<file path="config.mk">
export PLATFORM = sky130hd
export DESIGN_NAME = icu_top
export DESIGN_NICKNAME = d
export VERILOG_FILES = /design/src/rtl/icu_pkg.sv /design/src/rtl/icu_sync_edge.sv /design/src/rtl/icu_capture.sv /design/src/rtl/icu_bus.sv /design/src/rtl/icu_top.sv
export SDC_FILE = /design/constraint.sdc
export NUM_CORES = 1
export LEC_CHECK = 0
export BUFFER_PORTS_ARGS = -buffer_cell sky130_fd_sc_hd__buf_4
export CELL_PAD_IN_SITES_DETAIL_PLACEMENT = 0
export CELL_PAD_IN_SITES_GLOBAL_PLACEMENT = 1
export CORE_ASPECT_RATIO = 1.1
export CORE_UTILIZATION = 43
export DETAILED_ROUTE_END_ITERATION = 10
export PLACE_DENSITY = 0.83
export SLEW_MARGIN = 15
export SYNTH_ARGS = -nofsm -noshare
export SYNTH_HDL_FRONTEND = slang
export SYNTH_SLANG_ARGS = --single-unit
</file>
<file path="constraint.sdc">
create_clock -name clk -period 4.45 [get_ports clk]
set_input_delay 0.6675 -clock clk [delete_from_list [all_inputs] [get_ports clk]]
set_output_delay 0.6675 -clock clk [all_outputs]
set_load 0.02 [all_outputs]
</file>
<file path="src/rtl/icu_pkg.sv">
package icu_pkg;
    localparam int ADDR_W = 3;
    localparam logic [ADDR_W-1:0] A_CAP_LO = 3'd0;
    localparam logic [ADDR_W-1:0] A_CAP_HI = 3'd1;
    localparam logic [ADDR_W-1:0] A_CNT_LO = 3'd2;
    localparam logic [ADDR_W-1:0] A_CNT_HI = 3'd3;
    localparam logic [ADDR_W-1:0] A_CTRL   = 3'd4;
    localparam logic [ADDR_W-1:0] A_FLAG   = 3'd5;
endpackage

</file>
<file path="src/rtl/icu_sync_edge.sv">
module icu_sync_edge #(
    parameter int SYNC_STAGES = 2
) (
    input  logic clk,
    input  logic rst_n,
    input  logic pin_i,
    input  logic rise_sel_i,
    output logic fire_o
);
    typedef struct packed {
        logic [SYNC_STAGES-1:0] chain;
        logic                   prev;
    } sync_st_t;

    sync_st_t st_d, st_q;
    logic     level;

    assign level = st_q.chain[SYNC_STAGES-1];

    always_comb begin
        st_d          = st_q;
        st_d.chain[0] = pin_i;
        for (int i = 1; i < SYNC_STAGES; i++) begin
            st_d.chain[i] = st_q.chain[i-1];
        end
        st_d.prev = level;
        if (rise_sel_i) fire_o = level & ~st_q.prev;
        else            fire_o = ~level & st_q.prev;
    end

    always_ff @(posedge clk or negedge rst_n) begin
        if (!rst_n) st_q <= '0;
        else        st_q <= st_d;
    end
endmodule

</file>
<file path="src/rtl/icu_capture.sv">
module icu_capture #(
    parameter int CNT_W = 16
) (
    input  logic             clk,
    input  logic             rst_n,
    input  logic             fire_i,
    input  logic [CNT_W-1:0] count_i,
    input  logic             clr_i,
    output logic [CNT_W-1:0] cap_o,
    output logic             flag_o
);
    typedef struct packed {
        logic [CNT_W-1:0] value;
        logic             flag;
    } cap_st_t;

    cap_st_t st_d, st_q;

    always_comb begin
        st_d = st_q;
        if (fire_i) begin
            st_d.value = count_i;
            st_d.flag  = 1'b1;
        end else if (clr_i) begin
            st_d.flag = 1'b0;
        end
    end

    always_ff @(posedge clk or negedge rst_n) begin
        if (!rst_n) st_q <= '0;
        else        st_q <= st_d;
    end

    assign cap_o  = st_q.value;
    assign flag_o = st_q.flag;
endmodule

</file>
<file path="src/rtl/icu_bus.sv">
module icu_bus
    import icu_pkg::*;
#(
    parameter int BUS_W = 8,
    localparam int CNT_W = 2 * BUS_W
) (
    input  logic              clk,
    input  logic              rst_n,
    input  logic              rd_i,
    input  logic              wr_i,
    input  logic [ADDR_W-1:0] addr_i,
    input  logic [BUS_W-1:0]  wdata_i,
    input  logic [CNT_W-1:0]  cap_i,
    input  logic [CNT_W-1:0]  count_i,
    input  logic              flag_i,
    output logic [BUS_W-1:0]  rdata_o,
    output logic              rise_sel_o,
    output logic              clr_o,
    output logic [BUS_W-1:0]  temp_o
);
    typedef struct packed {
        logic             rise_sel;
        logic [BUS_W-1:0] temp;
    } bus_st_t;

    bus_st_t st_d, st_q;

    always_comb begin
        st_d = st_q;
        if (rd_i && addr_i == A_CAP_LO)      st_d.temp = cap_i[CNT_W-1:BUS_W];
        else if (rd_i && addr_i == A_CNT_LO) st_d.temp = count_i[CNT_W-1:BUS_W];
        if (wr_i && addr_i == A_CTRL)        st_d.rise_sel = wdata_i[0];
    end

    always_comb begin
        clr_o   = wr_i && (addr_i == A_FLAG) && wdata_i[0];
        rdata_o = '0;
        if (rd_i) begin
            case (addr_i)
                A_CAP_LO: rdata_o = cap_i[BUS_W-1:0];
                A_CAP_HI: rdata_o = st_q.temp;
                A_CNT_LO: rdata_o = count_i[BUS_W-1:0];
                A_CNT_HI: rdata_o = st_q.temp;
                A_CTRL:   rdata_o = {{(BUS_W-1){1'b0}}, st_q.rise_sel};
                A_FLAG:   rdata_o = {{(BUS_W-1){1'b0}}, flag_i};
                default:  rdata_o = '0;
            endcase
        end
    end

    always_ff @(posedge clk or negedge rst_n) begin
        if (!rst_n) st_q <= '0;
        else        st_q <= st_d;
    end

    assign rise_sel_o = st_q.rise_sel;
    assign temp_o     = st_q.temp;
endmodule

</file>
<file path="src/rtl/icu_top.sv">
module icu_top
    import icu_pkg::*;
#(
    parameter int BUS_W       = 8,
    parameter int SYNC_STAGES = 2,
    localparam int CNT_W = 2 * BUS_W
) (
    input  logic              clk,
    input  logic              rst_n,
    input  logic              cap_pin,
    input  logic [CNT_W-1:0]  count_in,
    input  logic              bus_rd,
    input  logic              bus_wr,
    input  logic [ADDR_W-1:0] bus_addr,
    input  logic [BUS_W-1:0]  bus_wdata,
    output logic [BUS_W-1:0]  bus_rdata,
    output logic              cap_flag
);
    logic             rise_sel;
    logic             cap_fire;
    logic             flag_clr;
    logic [CNT_W-1:0] cap_val;
    logic [BUS_W-1:0] temp_val;

    icu_sync_edge #(.SYNC_STAGES(SYNC_STAGES)) u_sync (
        .clk        (clk),
        .rst_n      (rst_n),
        .pin_i      (cap_pin),
        .rise_sel_i (rise_sel),
        .fire_o     (cap_fire)
    );

    icu_capture #(.CNT_W(CNT_W)) u_cap (
        .clk     (clk),
        .rst_n   (rst_n),
        .fire_i  (cap_fire),
        .count_i (count_in),
        .clr_i   (flag_clr),
        .cap_o   (cap_val),
        .flag_o  (cap_flag)
    );

    icu_bus #(.BUS_W(BUS_W)) u_bus (
        .clk        (clk),
        .rst_n      (rst_n),
        .rd_i       (bus_rd),
        .wr_i       (bus_wr),
        .addr_i     (bus_addr),
        .wdata_i    (bus_wdata),
        .cap_i      (cap_val),
        .count_i    (count_in),
        .flag_i     (cap_flag),
        .rdata_o    (bus_rdata),
        .rise_sel_o (rise_sel),
        .clr_o      (flag_clr),
        .temp_o     (temp_val)
    );
endmodule

</file>
Word-level counts from Yosys, hierarchy flattened
Cells that the tools add are included.
- memory bits (writable): 0
- bits in latches: 0
- output and inout port bits: 9
- memories kept: 0
- logic and storage cells: 31
- bits in read-only memories: 0
- flip-flop bits (word level): 29
- divide/modulo/power cells: 0
- add/subtract/negate cells: 0
- reductions and logical operators: 9
- bitwise logic cells: 4
- $mul: 0
- mux-type cells: 7
- equality and inequality tests: 5
- shifts and indexed selects: 0
- $lt $le $gt $ge: 0
- operator list (kind ; number):
    $pmux W8 S5 ; 1
    $mux W8 ; 3
    $eq A3 B2 Y1 const B ; 2
    $eq A3 B3 Y1 const B ; 2
    $logic_and A1 B1 Y1 ; 5
    $reduce_bool A2 Y1 ; 2
    $eq A3 B1 Y1 const B ; 1
    $logic_not A3 Y1 ; 1
    $mux W1 ; 3
    $and A1 B1 Y1 ; 2
    $not A1 Y1 ; 2
    $reduce_or A2 Y1 ; 1

Depth between registers and ports, before layout
Gate-level depths: netlist of run 1.
- depth in word-level cells: 5
- mapped depth: 5

Hierarchy
Synthesis of run 1 repeated with hierarchy kept, for this count alone.
- cells, all modules: 114
- area, all modules: 1506.4 um2
- modules (own cells, without submodules) (module ; area an instance (um2) ; instances ; cells each ; seq. area each (um2)):
    icu_bus ; 725.7 ; 1 ; 71 ; 225.2
    icu_capture ; 683.2 ; 1 ; 37 ; 425.4
    icu_sync_edge ; 97.6 ; 1 ; 6 ; 75.1

Least setup slack after synthesis of run 1
OpenSTA, ideal clock, no wires.
- kind: input-to-output
- start: input port bus_addr[1]
- end: output port bus_rdata[0]
- stages on the path: 5
- data required time: 3783 ps
- path slack: 2241 ps
- arrival time: 1542 ps
- cells stage by stage: buf_2 -> buf_4 -> nand3b_1 -> o21ai_0 -> o2111a_1
- cells in the longest elaborated chain, start to end: 4
- elaborated cells between the ends (all ways): 9
- RTL lines (what ; line ; source):
    start, declared ; icu_top.sv:14 ; input logic [ADDR_W-1:0] bus_addr,
    $eq A3 B1 Y1 or $eq A3 B2 Y1 (tied branches) ; icu_bus.sv:39 ; case (addr_i)
    $reduce_or A2 Y1 (no line) ; n/a ;
    $pmux W8 S5 (*) ; icu_bus.sv:39 ;
    $mux W8 (*) ; icu_bus.sv:38 ; if (rd_i) begin
    end, declared ; icu_top.sv:16 ; output logic [BUS_W-1:0] bus_rdata,
Every way passes the cells marked *; elsewhere a longest branch is shown, timed or not.

Worst setup path in the final report of run 1
- start: input port bus_addr[1]
- end: output port bus_rdata[1]
The elaborated chain is that of the path after synthesis.

==> results_dict.tcl, run 1 <==
set metrics [dict create \
    setup_tns_ns 0 \
    cts_setup_buffers 0 \
    drv_slew 0 \
    ys_warn_count 0 \
    setup_viol 0 \
    p_seq_frac 0.517 \
    outcome "complete, but fails checks" \
    cts_resized 0 \
    synth_cell_type_count 19 \
    layout.nets 180 \
    combPwrFrac 0.277 \
    hpwl_um 1915 \
    timing.hold.ws_ns 0.2515 \
    vias 946 \
    final_area_mm2 0.001749 \
    clkPwrFrac 0.207 \
    insertion_delay_ns 0.32 \
    max_cap_viol_count 0 \
    die_height_um 62.86 \
    holdCritPathClass "in2async" \
    grt_usage 0.1738 \
    yosysTopAreaCell "dfrtp_1" \
    p_sw_frac 0.2877 \
    start_util 0.4630 \
    routedWlPerCell_um 14.95 \
    ctsHoldBuffers 0 \
    cp_data_required_time_ns 3.78 \
    cts_tree "built" \
    diodes 0 \
    start_kind "input port" \
    nFillCells 288 \
    cts.sinks 29 \
    grt_pass1_wl_um 4643 \
    vdd_ir_drop_max_v 0.0002274 \
    switchingPower_w 0.0002060 \
    drive_gt1_frac 0.4430 \
    p_total_w 0.0007163 \
    grt_antenna_before_repair 0 \
    netlist_area_mm2 0.001448 \
    core_mm2 0.003127 \
    pin_count 41 \
    row_count 21 \
    cts-root-buf "clkbuf_4" \
    clk_pin_slew_worst_paths_ns 0.09 \
    fin_worst_skew_ns 0.008773 \
    io_buffers 33 \
    ys_ff_latch 29 \
    hold_violations 0 \
    leakagePower_nw 0.8311 \
    drtIter0Drc 33 \
    seq_area_frac_synth 0.5013 \
    p_int_w 0.0005102 \
    synthArstFlopShare 1.000 \
    worstMarginPinSlew_ns 0.8692 \
    powerDensity_mw_per_mm2 409.5 \
    synth_edf_count 0 \
    syn-num-nets 145 \
    synth_most_common_cell "dfrtp_1" \
    crit_path_max_fanout 19 \
    layout_min_cycle_time_ns 2.343 \
    die_x_um 57.32 \
    clk_path_buf_depth 2 \
    drt-vias-per-instance 5.169 \
    gr-total-overflow 0 \
    htree_levels 2 \
    synthTopCellsByArea "dfrtp_1 50%, mux2i_1 11%, mux2_2 10%" \
    grt_pass1_vias 970 \
    synth_ff_type "dfrtp_1" \
    synth_common_cells "29 x dfrtp_1, 16 x mux2i_1, 16 x nor2_1, 13 x mux2_2, 9 x mux2_4" \
    setup.worst_path.end_class "output pin" \
    arrival_ns 1.68 \
    totalWireLength_um 2735 \
    violations "design-rule violations" \
    syn_to_final_growth_pct 20.83 \
    synthCells 113 \
    slew_headroom 0.4180 \
    numCtsBuffers 5 \
    rsz0062_at_grt "false" \
    ant_nets 0 \
    min_period_over_period 0.5266 \
    synth_top_area_frac 0.5013 \
    fmax_mhz 426.8 \
    dpl_cell_area_mm2 0.001698 \
    drc 5 \
    gp_congestion 0.7364 \
    dieArea_mm2 0.003603 \
    synth_area_per_cell_um2 12.81 \
    dr.pass1.iters 7 \
    grt_max_degree 30 \
    setup.worst_path.class "in2out" \
]
area by class of cell:
| type | instances | area [um^2] | area share |
|---|---|---|---|
| clock buffers | 6 | 41.29 | 0.02361 |
| clock inverters | 2 | 10.01 | 0.005722 |
| multi-input cells | 79 | 681.9 | 0.3898 |
| flip-flops and latches | 29 | 725.7 | 0.4149 |
| well taps | 34 | 42.54 | 0.02432 |
| repair buffers | 33 | 247.7 | 0.1416 |
metrics by stage:
stage	std cells	setup WS (ns)	utilization
finish	183	2.107	0.5594
floorplan	113	2.241	-
CTS	183	2.099	0.5594
detailed placement	175	2.099	0.5430
global route	183	2.019	0.5594
global placement	175	2.121	0.5430
worst max-delay path: stages:
cell	delay, ns
buf_4	0.26
mux2_2	0.38
mux2i_1	0.12
nor2_1	0.07
buf_4	0.17
flip-flops by register name, summed over array words and instances (netlist names):
| name | count |
|---|---|
| u_bus.rise_sel_o | 1 |
| u_sync.st_d | 1 |
| u_bus.temp_o | 8 |
| u_cap.cap_o | 16 |
| u_sync.st_q | 1 |
| u_cap.flag_o | 1 |
| u_sync.level | 1 |
cells in the final DEF, fill, tap and decap left out:
| master | count |
|---|---|
| nor2_1 | 16 |
| clkinv_2 | 2 |
| dfrtp_1 | 29 |
| a21oi_1 | 8 |
| mux2_4 | 9 |
| nand2b_1 | 1 |
| clkbuf_1 | 1 |
| a21oi_4 | 1 |
| or3b_2 | 1 |
| nor3b_2 | 2 |
| clkbuf_4 | 5 |
| mux2i_1 | 16 |
| mux2_2 | 13 |
| nand3b_1 | 2 |
| buf_4 | 33 |
| o21ai_0 | 3 |
| o2111a_1 | 1 |
| nor2b_1 | 2 |
| nand2_1 | 2 |
| mux2_1 | 2 |
layer usage:
layer	vias up	part of all wire	global-route usage
met5	-	0	0
met3	9	0.050	0.05590
li1	470	-	-
met1	445	0.45	0.2218
met2	22	0.48	0.2691
met4	0	0.022	0.07317
final timing paths:
path / depth (start not counted) / startpoint / end / slack [ns]
hold reg to reg: 0 / u_sync.st_d[2] / u_sync.level / 0.35
hold / removal: 1 / rst_n / u_cap.cap_o[7] / 0.25
setup reg to reg: 3 / u_sync.level / u_cap.cap_o[0] / 2.77
max in group asynchronous: 1 / rst_n / u_bus.temp_o[1] / 3.91
setup / recovery: 5 / bus_addr[1] / bus_rdata[1] / 2.11
min in group clk: 0 / u_sync.st_d[2] / u_sync.level / 0.35
power groups by stage:
stage          Clock, W  Sequential [W]  Combinational (W)
2_1_floorplan         0        0.000364           0.000150
3_3_place_gp          0        0.000370           0.000195
3_5_place_dp          0        0.000376           0.000200
4_1_cts        0.000154        0.000371           0.000202
5_1_grt        0.000164        0.000378           0.000219
6_report       0.000148        0.000370           0.000198
kinds of logic (layout without fill, tap and decap cells):
family                 Yosys count  after routing  synth area share
AO/OA/AOI/OAI                   13             13           0.05704
multiplexers                    40             40            0.3207
flip-flops                      29             29            0.5013
buffers and inverters            5             41           0.02765
AND/OR/NAND/NOR                 26             26           0.09335
(Power assumes the default switching activity.)
==> run 2: changes to the inputs <==
--- a/config.mk
+++ b/config.mk
@@ -9,9 +9,9 @@
 export CELL_PAD_IN_SITES_DETAIL_PLACEMENT = 0
 export CELL_PAD_IN_SITES_GLOBAL_PLACEMENT = 1
 export CORE_ASPECT_RATIO = 1.1
-export CORE_UTILIZATION = 43
+export CORE_UTILIZATION = 40
 export DETAILED_ROUTE_END_ITERATION = 10
-export PLACE_DENSITY = 0.83
+export PLACE_DENSITY = 0.78
 export SLEW_MARGIN = 15
 export SYNTH_ARGS = -nofsm -noshare
 export SYNTH_HDL_FRONTEND = slang
==> constraint.sdc (replaced) <==
create_clock -name clk -period 2.2 [get_ports clk]
set_input_delay 0.33 -clock clk [delete_from_list [all_inputs] [get_ports clk]]
set_output_delay 0.33 -clock clk [all_outputs]
set_load 0.02 [all_outputs]
==> run 2 against run 1 <==
The run now ends clean. Highest routed layer unchanged. Critical endpoint is now bus_rdata[0]. First-iteration DRC count rose by 85%. Clock skew fell by 0.0010 ns. Clock power increased to 3.1 times the previous value. Critical path type is now reg2out. Core utilization shrank 1.9 points. Flip-flop and latch count unchanged. Worst hold slack lost 0.15 ns. Register-to-register slack worse by 2.2 ns.
==> results_dict.tcl, run 2 (synthesis gave the netlist of run 1 again) <==
set metrics [dict create \
    outcome "finished, final reports clean" \
    gr-total-overflow 0 \
    setup.worst_path.end_class "output pin" \
    slew_headroom 0.7550 \
    htree_levels 2 \
    grt_pass1_vias 971 \
    fin_worst_skew_ns 0.007733 \
    crit_path_max_fanout 2 \
    p_sw_frac 0.2645 \
    setup.worst_path.class "reg2out" \
    cts_setup_buffers 0 \
    final_common_cell "buf_4" \
    insertion_delay_ns 0.32 \
    max_stage_delay_ns 0.44 \
    setup_viol 0 \
    worstMarginPinSlew_ns 0.3675 \
    leakagePower_nw 0.8575 \
    gp_congestion 0.7309 \
    path_buf_inv 1 \
    clkPwrFrac 0.287 \
    cts_tree "built" \
    ant_nets 0 \
    pin_count 41 \
    fmax_mhz 553.2 \
    cp_slowest_cell "or3b_2" \
    max_cap_viol_count 0 \
    largest_register_ff_count 16 \
    rsz0062_at_grt "false" \
    drt-vias-per-instance 4.665 \
    drive_gt1_frac 0.4539 \
    io_buffers 33 \
    setup_slack_ns 0.3923 \
    diodes 0 \
    cts-root-buf "clkbuf_4" \
    numCtsBuffers 5 \
    grt_max_degree 30 \
    reg2reg_slack_ns 0.58 \
    final_cell_mix "35 x buf_4, 29 x dfrtp_1, 16 x mux2i_1, 16 x nor2_1, 13 x mux2_2" \
    crit_path_cell_trace "or3b_2, o2111a_1, buf_4" \
    start_kind "register" \
    hold_depth 1 \
    reg2reg_from "u_sync.level" \
    die_x_um 59.36 \
    timing.rr.end "u_cap.cap_o[6]" \
    setup_tns_ns 0 \
    stdcell_count 200 \
    clk_path_buf_depth 2 \
    dr.pass1.iters 4 \
    row_count 22 \
    holdCritPathClass "in2reg" \
    min_from "cap_pin" \
    p_int_w 0.001185 \
    dieArea_mm2 0.003864 \
    grt_pass1_wl_um 4540 \
    grt_usage 0.1596 \
    dpl.cell_count 191 \
    die_height_um 65.10 \
    place_ws_ns 0.5361 \
    vias 933 \
    drtIter0Drc 61 \
    cp_data_required_time_ns 1.87 \
    start_util 0.4276 \
    switchingPower_w 0.0004262 \
    drc 0 \
    routedWlPerCell_um 12.95 \
    totalWireLength_um 2589 \
    clk_pin_slew_worst_paths_ns 0.10 \
    powerDensity_mw_per_mm2 880.7 \
    layout.nets 183 \
    cp_top_family "simple AND/OR/NAND/NOR gates" \
    worstRegToRegCells 4 \
    hpwl_um 1844 \
    layout_min_cycle_time_ns 1.808 \
    min_to "u_sync.st_d[2]" \
    grt_antenna_before_repair 0 \
    syn_to_final_growth_pct 26.36 \
    cts.sinks 29 \
    hold_violations 0 \
    drv_slew 0 \
    combPwrFrac 0.250 \
    arrival_ns 1.48 \
    vdd_ir_drop_max_v 0.0004602 \
    nFillCells 303 \
    core_mm2 0.003386 \
    p_seq_frac 0.463 \
    min_period_over_period 0.8217 \
]
-- run 2: worst register-to-register path: stages (launching register included) --
cell	delay, ns
dfrtp_1	0.41
nor2b_1	0.17
a21oi_4	0.33
buf_4	0.29
mux2_4	0.32
-- run 2: what timing repair did --
action                    4_1_cts  5_1_grt
gates resized for setup         0        0
hold buffers                    1        0
hold endpoints to repair       29        0
-- run 2: power by group through the flow --
stage | clock network [W] | logic [W] | registers (W)
after floorplan | 0 | 0.000302 | 0.000737
after global placement | 0 | 0.000397 | 0.000750
after detailed placement | 0 | 0.000403 | 0.000759
after CTS | 0.000474 | 0.000409 | 0.000747
after global routing | 0.000501 | 0.000447 | 0.000765
final | 0.000462 | 0.000403 | 0.000746
-- run 2: layout make-up --
type	instances	area [um^2]	share of cell area
Multi-Input combinational cell	79	681.9	0.3728
Clock buffer	6	51.30	0.02804
Tap cell	48	60.06	0.03283
Clock inverter	2	37.54	0.02052
Sequential cell	29	725.7	0.3967
Timing Repair Buffer	36	272.8	0.1491
-- run 2: worst max-delay path by stage --
stage	startpoint	end	slack (ns)	cells after the start
after floorplan	bus_addr[1]	bus_rdata[0]	0.67	5
after global placement	bus_addr[1]	bus_rdata[1]	0.54	5
after detailed placement	bus_addr[1]	bus_rdata[1]	0.54	5
after CTS	u_bus.temp_o[0]	bus_rdata[0]	0.38	3
after global routing	u_bus.temp_o[0]	bus_rdata[0]	0.33	3
final	u_bus.temp_o[0]	bus_rdata[0]	0.39	3
-- run 2: routing by layer --
metal / share of wire / global-route usage
met1: 0.48 / 0.2177
met2: 0.45 / 0.2360
met3: 0.054 / 0.06496
met4: 0.011 / 0.03571
met5: 0 / 0
-- run 2: stage by stage --
stage,util,cell area [um^2],hold slack (ns),total power [W]
floorplan,-,1448,0.03441,0.001040
global placement,0.5111,1730,0.2722,0.001146
detailed placement,0.5111,1730,0.2799,0.001163
CTS,0.5403,1829,0.09557,0.001630
global route,0.5403,1829,0.08160,0.001713
finish,0.5403,1829,0.1039,0.001611
